### config.mk
export PLATFORM = sky130hd
export DESIGN_NAME = dbuf_pwm_chan
export DESIGN_NICKNAME = d
export VERILOG_FILES = /design/src/rtl/pwm_chan_pkg.sv /design/src/rtl/pwm_shadow_stage.sv /design/src/rtl/pwm_timebase.sv /design/src/rtl/pwm_out_ctl.sv /design/src/rtl/dbuf_pwm_chan.sv
export SDC_FILE = /design/constraint.sdc
export NUM_CORES = 1
export LEC_CHECK = 0
export BUFFER_PORTS_ARGS = -buffer_cell sky130_fd_sc_hd__buf_2
export CAP_MARGIN = 10
export CORE_ASPECT_RATIO = 1.1
export CORE_MARGIN = 10
export CORE_UTILIZATION = 45
export CTS_BUF_LIST = sky130_fd_sc_hd__clkbuf_8
export CTS_CLUSTER_DIAMETER = 80
export DETAILED_ROUTE_END_ITERATION = 10
export GPL_TIMING_DRIVEN = 1
export PLACE_DENSITY = 0.75
export SLEW_MARGIN = 40
export SYNTH_ARGS = -nofsm -noshare
export SYNTH_HDL_FRONTEND = slang
export SYNTH_SLANG_ARGS = --single-unit
### constraint.sdc
create_clock -name clk -period 3.1 [get_ports clk]
set_input_delay 0.465 -clock clk [delete_from_list [all_inputs] [get_ports clk]]
set_output_delay 0.465 -clock clk [all_outputs]
set_load 0.05 [all_outputs]
### src/rtl/pwm_chan_pkg.sv
// Shared encodings for the PWM timer channel.
package pwm_chan_pkg;
    typedef enum logic [1:0] {
        PM_EDGE = 2'd0,
        PM_FREQ = 2'd1,
        PM_TRIG = 2'd2,
        PM_ALT  = 2'd3
    } pwm_mode_e;

    typedef enum logic [1:0] {
        WS_LEAD  = 2'd0,
        WS_TRAIL = 2'd1,
        WS_TRIG  = 2'd2,
        WS_NONE  = 2'd3
    } wr_sel_e;
endpackage

### src/rtl/pwm_shadow_stage.sv
// Two-stage compare register: a shadow stage written by software and an
// active stage used by the comparator. Assumes the caller decides which of
// the write strobes applies in the current mode; at most one is used per write.
module pwm_shadow_stage #(
    parameter int W = 24
) (
    input  logic         clk,
    input  logic         rst_n,
    input  logic         wr_shd,   // write shadow and mark it pending
    input  logic         ld_shd,   // write shadow without pending mark
    input  logic         wr_act,   // write active stage directly
    input  logic [W-1:0] wdata,
    input  logic         xfer,     // transfer instant
    output logic [W-1:0] act,
    output logic [W-1:0] shd
);
    logic pend;

    // Update active/shadow stages and the pending mark.
    always_ff @(posedge clk) begin
        if (!rst_n) begin
            act  <= '0;
            shd  <= '0;
            pend <= 1'b0;
        end else begin
            if (wr_act)
                act <= wdata;
            else if (xfer && pend)
                act <= shd;
            if (wr_shd || ld_shd)
                shd <= wdata;
            if (wr_shd)
                pend <= 1'b1;
            else if (xfer)
                pend <= 1'b0;
        end
    end
endmodule

### src/rtl/pwm_timebase.sv
// Internal free-running counter. It wraps naturally at all-ones and goes
// to zero when the clear input is high.
module pwm_timebase #(
    parameter int W = 24
) (
    input  logic         clk,
    input  logic         rst_n,
    input  logic         clr,
    output logic [W-1:0] cnt
);
    // Count up, or restart on clear.
    always_ff @(posedge clk) begin
        if (!rst_n)
            cnt <= '0;
        else if (clr)
            cnt <= '0;
        else
            cnt <= cnt + 1'b1;
    end
endmodule

### src/rtl/pwm_out_ctl.sv
// Output flip-flop, event pulse and sticky flag. Assumes the match inputs
// come from the same compare source and that chg marks a config change.
module pwm_out_ctl (
    input  logic clk,
    input  logic rst_n,
    input  logic a_hit,
    input  logic b_hit,
    input  logic t_hit,
    input  logic trig,
    input  logic flag_both,
    input  logic pol,
    input  logic chg,
    input  logic flag_clr,
    output logic pin,
    output logic flag,
    output logic evt
);
    logic evt_c;

    // Select the event source for the mode.
    always_comb begin
        if (trig)
            evt_c = t_hit;
        else
            evt_c = b_hit | (flag_both & a_hit);
    end

    // Drive the pin level: config change, then trailing, then leading match.
    always_ff @(posedge clk) begin
        if (!rst_n)
            pin <= 1'b0;
        else if (chg || b_hit)
            pin <= ~pol;
        else if (a_hit)
            pin <= pol;
    end

    // Register the event pulse and the sticky flag (set beats clear).
    always_ff @(posedge clk) begin
        if (!rst_n) begin
            evt  <= 1'b0;
            flag <= 1'b0;
        end else begin
            evt <= evt_c;
            if (evt_c)
                flag <= 1'b1;
            else if (flag_clr)
                flag <= 1'b0;
        end
    end
endmodule

### src/rtl/dbuf_pwm_chan.sv
// Top of the double-buffered PWM channel. It selects the compare source,
// forms the matches and routes writes to the shadow stages per mode.
// Assumes ext_cnt is synchronous to clk.
module dbuf_pwm_chan
    import pwm_chan_pkg::*;
#(
    parameter int CNT_W = 24
) (
    input  logic             clk,
    input  logic             rst_n,
    input  logic [CNT_W-1:0] ext_cnt,
    input  logic             wr_en,
    input  logic [1:0]       wr_sel,
    input  logic [CNT_W-1:0] wr_data,
    input  logic [1:0]       mode,
    input  logic             pol,
    input  logic             flag_both,
    input  logic             flag_clr,
    output logic             pin_out,
    output logic             flag_out,
    output logic             evt_out,
    output logic [CNT_W-1:0] lead_rd,
    output logic [CNT_W-1:0] trail_rd
);
    localparam int CFG_W = 3;

    pwm_mode_e        cur_mode;
    wr_sel_e          sel;
    logic             is_freq, is_trig;
    logic [CNT_W-1:0] int_cnt, cmp;
    logic [CNT_W-1:0] lead_act, lead_shd, trail_act, trail_shd;
    logic             a_hit, b_hit, t_hit, chg;
    logic             lead_wr_shd, lead_wr_act, lead_ld_shd, lead_xfer;
    logic             trail_wr_shd, trail_xfer;
    logic [CFG_W-1:0] cfg_q;
    logic             cfg_vld;

    assign cur_mode = pwm_mode_e'(mode);
    assign sel      = wr_sel_e'(wr_sel);
    assign is_freq  = (cur_mode == PM_FREQ);
    assign is_trig  = (cur_mode == PM_TRIG);

    // Compare source and match detection.
    always_comb begin
        cmp   = is_freq ? int_cnt : ext_cnt;
        a_hit = (cmp == lead_act);
        b_hit = (cmp == trail_act);
        t_hit = is_trig && (cmp == lead_shd);
    end

    // Track the last applied mode/polarity to spot configuration changes.
    always_ff @(posedge clk) begin
        if (!rst_n) begin
            cfg_q   <= '0;
            cfg_vld <= 1'b0;
        end else begin
            cfg_q   <= {mode, pol};
            cfg_vld <= 1'b1;
        end
    end
    assign chg = !cfg_vld || (cfg_q != {mode, pol});

    // Route writes and transfer instants per mode.
    always_comb begin
        lead_wr_shd  = wr_en && (sel == WS_LEAD) && !is_trig;
        lead_wr_act  = wr_en && (sel == WS_LEAD) && is_trig;
        lead_ld_shd  = wr_en && (sel == WS_TRIG) && is_trig;
        lead_xfer    = !is_trig && b_hit;
        trail_wr_shd = wr_en && (sel == WS_TRAIL);
        trail_xfer   = is_trig ? a_hit : b_hit;
    end

    pwm_shadow_stage #(.W(CNT_W)) u_lead (
        .clk(clk), .rst_n(rst_n),
        .wr_shd(lead_wr_shd), .ld_shd(lead_ld_shd), .wr_act(lead_wr_act),
        .wdata(wr_data), .xfer(lead_xfer),
        .act(lead_act), .shd(lead_shd)
    );

    pwm_shadow_stage #(.W(CNT_W)) u_trail (
        .clk(clk), .rst_n(rst_n),
        .wr_shd(trail_wr_shd), .ld_shd(1'b0), .wr_act(1'b0),
        .wdata(wr_data), .xfer(trail_xfer),
        .act(trail_act), .shd(trail_shd)
    );

    pwm_timebase #(.W(CNT_W)) u_tb (
        .clk(clk), .rst_n(rst_n),
        .clr(is_freq && b_hit),
        .cnt(int_cnt)
    );

    pwm_out_ctl u_out (
        .clk(clk), .rst_n(rst_n),
        .a_hit(a_hit), .b_hit(b_hit), .t_hit(t_hit),
        .trig(is_trig), .flag_both(flag_both), .pol(pol), .chg(chg),
        .flag_clr(flag_clr),
        .pin(pin_out), .flag(flag_out), .evt(evt_out)
    );

    assign lead_rd  = lead_act;
    assign trail_rd = trail_act;
endmodule

After elaboration in Yosys (flattened, before gate mapping)
Cells that the tools add are included.
Storage, ports and cells
  input bits: 58
  logic and storage cells: 62
  output and inout bits: 51
  flip-flop bits (word level): 129
Operators by class
  multiplexer cells: 14
  bitwise gates (word level): 4
  eq/ne operators: 8
  $add $sub $neg: 1
  reductions and logical operators: 23
Operator list (number)
  $eq 24x24->1: 3
  $mux 24: 3
  $add 24x1->24 const B: 1
  $logic_and 1x1->1: 11
  $mux 1: 11
  $reduce_bool 2->1: 5
  $eq 2x1->1 const B: 2
  $eq 2x2->1 const B: 2
  $logic_or 1x1->1: 3
  $ne 3x3->1: 1
  $logic_not 1->1: 2
  $logic_not 2->1: 1
  $not 1->1: 2
  $reduce_or 2->1: 1
  $and 1x1->1: 1
  $or 1x1->1: 1

Longest topological paths before layout
  depth after elaboration: 7
  gate-level depth with buffers: 14

Cells and area by module
Synthesis repeated with hierarchy kept, for this count alone.
Unflattened totals
  cells, all modules: 899
  area total of the unflattened synthesis: 7895.1 sq um
Modules (own cells, without submodules)
  pwm_shadow_stage: sequential area each 980.9 sq um, cells an instance 249, times used 2, area an instance 2378.5 sq um
  dbuf_pwm_chan: sequential area each 80.1 sq um, cells an instance 267, times used 1, area an instance 1938.1 sq um
  pwm_timebase: sequential area each 480.5 sq um, cells an instance 123, times used 1, area an instance 1074.8 sq um
  pwm_out_ctl: sequential area each 60.1 sq um, cells an instance 11, times used 1, area an instance 125.1 sq um

Worst setup path before layout
OpenSTA, ideal clock, no wires.
  kind: input -> register
  start point: input port mode[0]
  end point: register u_trail.act[10]
  cell stages on the path: 13
  required time: 3.028 ns
  slack: 0.380 ns
  arrival: 2.649 ns
  cell sequence: clkbuf_2 > nand2b_1 > buf_6 > buf_12 > buf_8 > buf_6 > a221o_1 > a2111oi_2 > and3_1 > a32o_1 > buf_4 > buf_6 > mux2i_1
Between the ends
  longest elaborated chain between the ends: 5
  elaborated cells between the ends (all ways): 7
  those cells by class: eq/ne (4); mux (2); reduce/logical (1)
Ends and longest elaborated chain
  start, declared: line dbuf_pwm_chan.sv:15  | input logic [1:0] mode,
  $eq 2x1->1: line dbuf_pwm_chan.sv:40  | assign is_freq = (cur_mode == PM_FREQ);
  $mux 24: line dbuf_pwm_chan.sv:45  | cmp = is_freq ? int_cnt : ext_cnt;
  $eq 24x24->1, on equally long branches: line dbuf_pwm_chan.sv:47, dbuf_pwm_chan.sv:46
  $mux 1 *: line dbuf_pwm_chan.sv:70  | trail_xfer = is_trig ? a_hit : b_hit;
  $logic_and 1x1->1 *: line pwm_shadow_stage.sv:28  | else if (xfer && pend)
  end signal, assigned: line pwm_shadow_stage.sv:27  | act <= wdata;
  end, declared: line pwm_shadow_stage.sv:14  | output logic [W-1:0] act,
Every way passes the cells marked *; elsewhere a longest branch is shown, timed or not.
A chain may end at the register's enable or synchronous reset.

Worst setup path after layout
  start point: input port mode[1]
  end point: register u_lead.act[23]
Between the ends
  longest elaborated chain between the ends: 6
  elaborated cells between the ends (all ways): 10
  those cells by class: eq/ne (3); mux (2); reduce/logical (5)
Ends and longest elaborated chain
  $eq 2x1->1: line dbuf_pwm_chan.sv:40
  $mux 24: line dbuf_pwm_chan.sv:45
  $eq 24x24->1: line dbuf_pwm_chan.sv:47  | b_hit = (cmp == trail_act);
  $logic_and 1x1->1: line dbuf_pwm_chan.sv:68  | lead_xfer = !is_trig && b_hit;
  $logic_and 1x1->1: line pwm_shadow_stage.sv:28
  $reduce_bool 2->1 (no source line)
  end signal, assigned: line pwm_shadow_stage.sv:27
  end, declared: line pwm_shadow_stage.sv:14
Parallel ways exist; a longest one is shown, timed or not.

==> results.py <==
metrics = {
    "drt": {
        "antenna_left": 0,
        "drt-total-wl_um": 25870,
        "viasPerCell": 5.982,
        "first_pass_iters": 6,
        "vias": 6724,
        "post_drt_wl_per_cell_um": 23.02,
        "drt-initial-drc-count": 872,
        "drc": 0,
    },
    "critical_path": {
        "end_kind": "flip-flop",
        "crit_chain": "buf_2 > nand2b_2 > buf_4 > mux2i_1 > o22ai_1 > nor4_1 > and4_1 > buf_4 > buf_4 > a311oi_1 > a211oi_1",
        "reg2reg_slack_ns": 0.48,
        "reg2reg_from": "u_trail.act[1]$_SDFFE_PN0P_",
        "worstPathRequired_ns": 3.47,
        "cp.arrival_ns": 3.12,
        "path_class": "input port to flip-flop",
        "path_common_cell": "buf_4",
        "worst_setup_path_start_kind": "input port",
        "slowest_stage": "mux2i_1",
        "critPathMaxStageDelay_ns": 0.58,
        "reg2reg_depth": 9,
        "path_max_fanout": 10,
        "r2r_end": "u_lead.act[23]$_SDFFE_PN0P_",
    },
    "synth": {
        "ys_seq_area_share_pct": 36.83,
        "avgSynthCellArea_um2": 8.646,
        "ys.flop_type": "dfxtp_1",
        "async_reset_ff_share_pct": 0,
        "yosysWarnings": 0,
        "syn-cell-area_mm2": 0.007012,
        "yosysTopAreaCellShare_pct": 36.83,
        "synth_edf_count": 0,
        "ys_ff_latch": 129,
        "synth_area_leaders": "dfxtp_1, mux2i_1, xnor2_1",
        "syn-instance-count": 811,
        "synthDistinctLibCells": 67,
        "yosysTopAreaCell": "dfxtp_1",
        "syn-num-nets": 870,
    },
    "cts": {
        "cts_tree": "built",
        "clk_latency_ns": 0.46,
        "postCtsSetupRepairBufs": 0,
        "cts_made_buffers": 17,
        "cts-root-buf": "clkbuf_8",
        "cts_buffer_depth": 2,
        "htreeDepth": 4,
        "clk_pin_slew_ns": 0.08,
        "cts_resized": 0,
        "hold_buffers": 0,
        "cts_sinks": 129,
    },
    "hold_path": {
        "hold_path_startpoint": "wr_data[19]",
        "hp-class": "input port to flip-flop",
        "worstHoldEndpoint": "u_trail.shd[19]$_SDFFE_PN0P_",
        "whs_path_depth": 3,
    },
    "final_layout": {
        "layout.cells.non_filler": 1124,
        "final_common_cell": "dfxtp_1",
        "drive_gt1_share_pct": 19.74,
        "final_cell_area_mm2": 0.008269,
        "nNetsFinal": 974,
        "synthToLayoutAreaGrowth_pct": 17.93,
        "mostFrequentLayoutCells": "dfxtp_1, nand2_1, buf_2",
    },
    "placed_design": {
        "io_buffer_count": 108,
        "place_congestion": 1.050,
        "dp_slack_ns": 0.02401,
        "place_area_mm2": 0.007858,
        "hpwl_um": 20010,
        "dp_cells": 1092,
    },
    "die": {
        "ios": 109,
        "coreArea_mm2": 0.01517,
        "start_util_pct": 46.21,
        "dieWidth_um": 139.0,
        "die_area_mm2": 0.02098,
        "die_y_um": 150.9,
        "rows": 47,
    },
    "global_route": {
        "grt_max_degree": 77,
        "grt.total_usage_pct": 24.23,
        "grt_pass1_vias": 6725,
        "antenna_found_initial": 3,
        "overflow": 0,
        "grt_pass1_wl_um": 39180,
    },
    "power": {
        "p_clk_share_pct": 40.2,
        "power_frac_seq_pct": 46.7,
        "peakVddDrop_uv": 243.1,
        "powerDensity_mw_per_mm2": 451.0,
        "p_leak_nw": 3.301,
        "p_total_mw": 3.730,
        "power_frac_comb_pct": 13.1,
        "switching_share_pct": 27.80,
        "p_int_mw": 2.693,
        "switchingPower_mw": 1.037,
    },
    "outcome": {
        "status": "finished, final reports clean",
    },
    "sta": {
        "fin_skew_ns": 0.01338,
        "fin_ws_ns": 0.3588,
        "max_freq_ghz": 0.3648,
        "slew-limit-headroom_pct": 45.55,
        "rsz0062_at_grt": "no",
        "period_share_pct": 88.43,
        "hold_viol_final": 0,
        "finalMaxSlewViolations": 0,
        "tns_ns": 0,
        "worst_pin_slew_ns": 0.8168,
        "setup_violations": 0,
        "min_period_ns": 2.741,
    },
    "run": {
        "cap_violations": 0,
    },
}
## stage by stage
stage          utilization, %  hold slack (ns)
2_1_floorplan               -           0.4366
3_3_place_gp            51.73           0.4449
3_5_place_dp            51.79           0.4493
4_1_cts                 54.49           0.2441
5_1_grt                 54.49           0.2585
6_report                54.50           0.2677
## worst max-delay path, delay by kind of cell
family          cells  cell delay (ns)
simple gates        3             0.78
buf+inv             4             0.73
mux                 1             0.58
compound gates      3             0.56
## cells in the mapped netlist, types with 3 or more instances
cell type,instances
dfxtp_1,129
nand2_1,109
mux2i_1,95
nor2_1,61
xnor2_1,59
clkbuf_1,41
inv_1,37
a21oi_1,32
a211oi_1,25
a311oi_1,24
xor2_1,22
o22ai_1,16
nand2b_1,14
nand3_1,12
nor4_1,12
nand4_1,9
buf_2,7
nor3_1,7
o21ai_0,7
and3_1,6
nand3b_1,5
a221oi_1,4
a22oi_1,4
and2_1,4
buf_6,4
o221ai_1,4
a221o_1,3
and4_1,3
nor2b_1,3
o2111ai_1,3
## how the worst max path moves through the flow
stage / from / endpoint / slack, ns / depth (start not counted)
3_3_place_gp: mode[1] / u_lead.act[10]$_SDFFE_PN0P_ / 0.09 / 11
3_5_place_dp: mode[1] / u_lead.act[8]$_SDFFE_PN0P_ / 0.02 / 11
4_1_cts: mode[1] / u_lead.act[1]$_SDFFE_PN0P_ / 0.47 / 11
5_1_grt: u_tb.cnt[19]$_SDFF_PP0_ / u_lead.act[13]$_SDFFE_PN0P_ / 0.22 / 9
2_1_floorplan: mode[0] / u_trail.act[10]$_SDFFE_PN0P_ / 0.38 / 13
6_report: mode[1] / u_lead.act[23]$_SDFFE_PN0P_ / 0.36 / 11
## registers in the layout, indices dropped and copies added (netlist names)
register      flops
u_trail.pend      1
cfg_q             3
u_out.evt         1
u_lead.act       24
u_lead.pend       1
u_trail.shd      24
u_out.flag        1
u_out.pin         1
u_lead.shd       24
cfg_vld           1
u_tb.cnt         24
u_trail.act      24
## power by group through the flow
stage                     logic (mW)  clock network, mW  registers [mW]
after floorplan                0.276                  0            1.78
after detailed placement       0.476                  0            1.78
after global routing           0.522               1.58            1.74
after global placement         0.474                  0            1.78
final                          0.487               1.50            1.74
after CTS                      0.479               1.51            1.74
## cell type report
type | count | area, um^2
fill | 1436 | 6903
multi-input combinational | 586 | 3991
sequential | 129 | 2584
timing repair buffer | 144 | 898.4
clock buffer | 18 | 247.7
tap | 196 | 245.2
clock inverter | 13 | 161.4
inverter | 37 | 138.9
antenna | 1 | 2.502
## metal layers
metal | track usage (%) | part of all wire (%) | up-vias | wire [um]
met4 | 13.67 | 5.2 | 4 | 1357
met2 | 38.53 | 46 | 410 | 11800
met3 | 6.170 | 9.8 | 94 | 2547
met1 | 29.45 | 39 | 3127 | 10140
li1 | - | - | 3089 | -
met5 | 0 | 0.10 | - | 26
## cell families (layout without fill, tap and decap cells)
| group | after synthesis | in the layout | share of synthesized area (%) |
|---|---|---|---|
| xor+xnor | 81 | 81 | 10.12 |
| buf+inv | 96 | 212 | 6.370 |
| compound gates | 146 | 146 | 15.15 |
| simple gates | 263 | 263 | 17.79 |
| mux | 95 | 95 | 13.56 |
| flops | 129 | 129 | 36.83 |
| other cells | 0 | 1 | 0 |
| fa+ha+maj | 1 | 1 | 0.1784 |
Power figures use the tool's default switching activity.
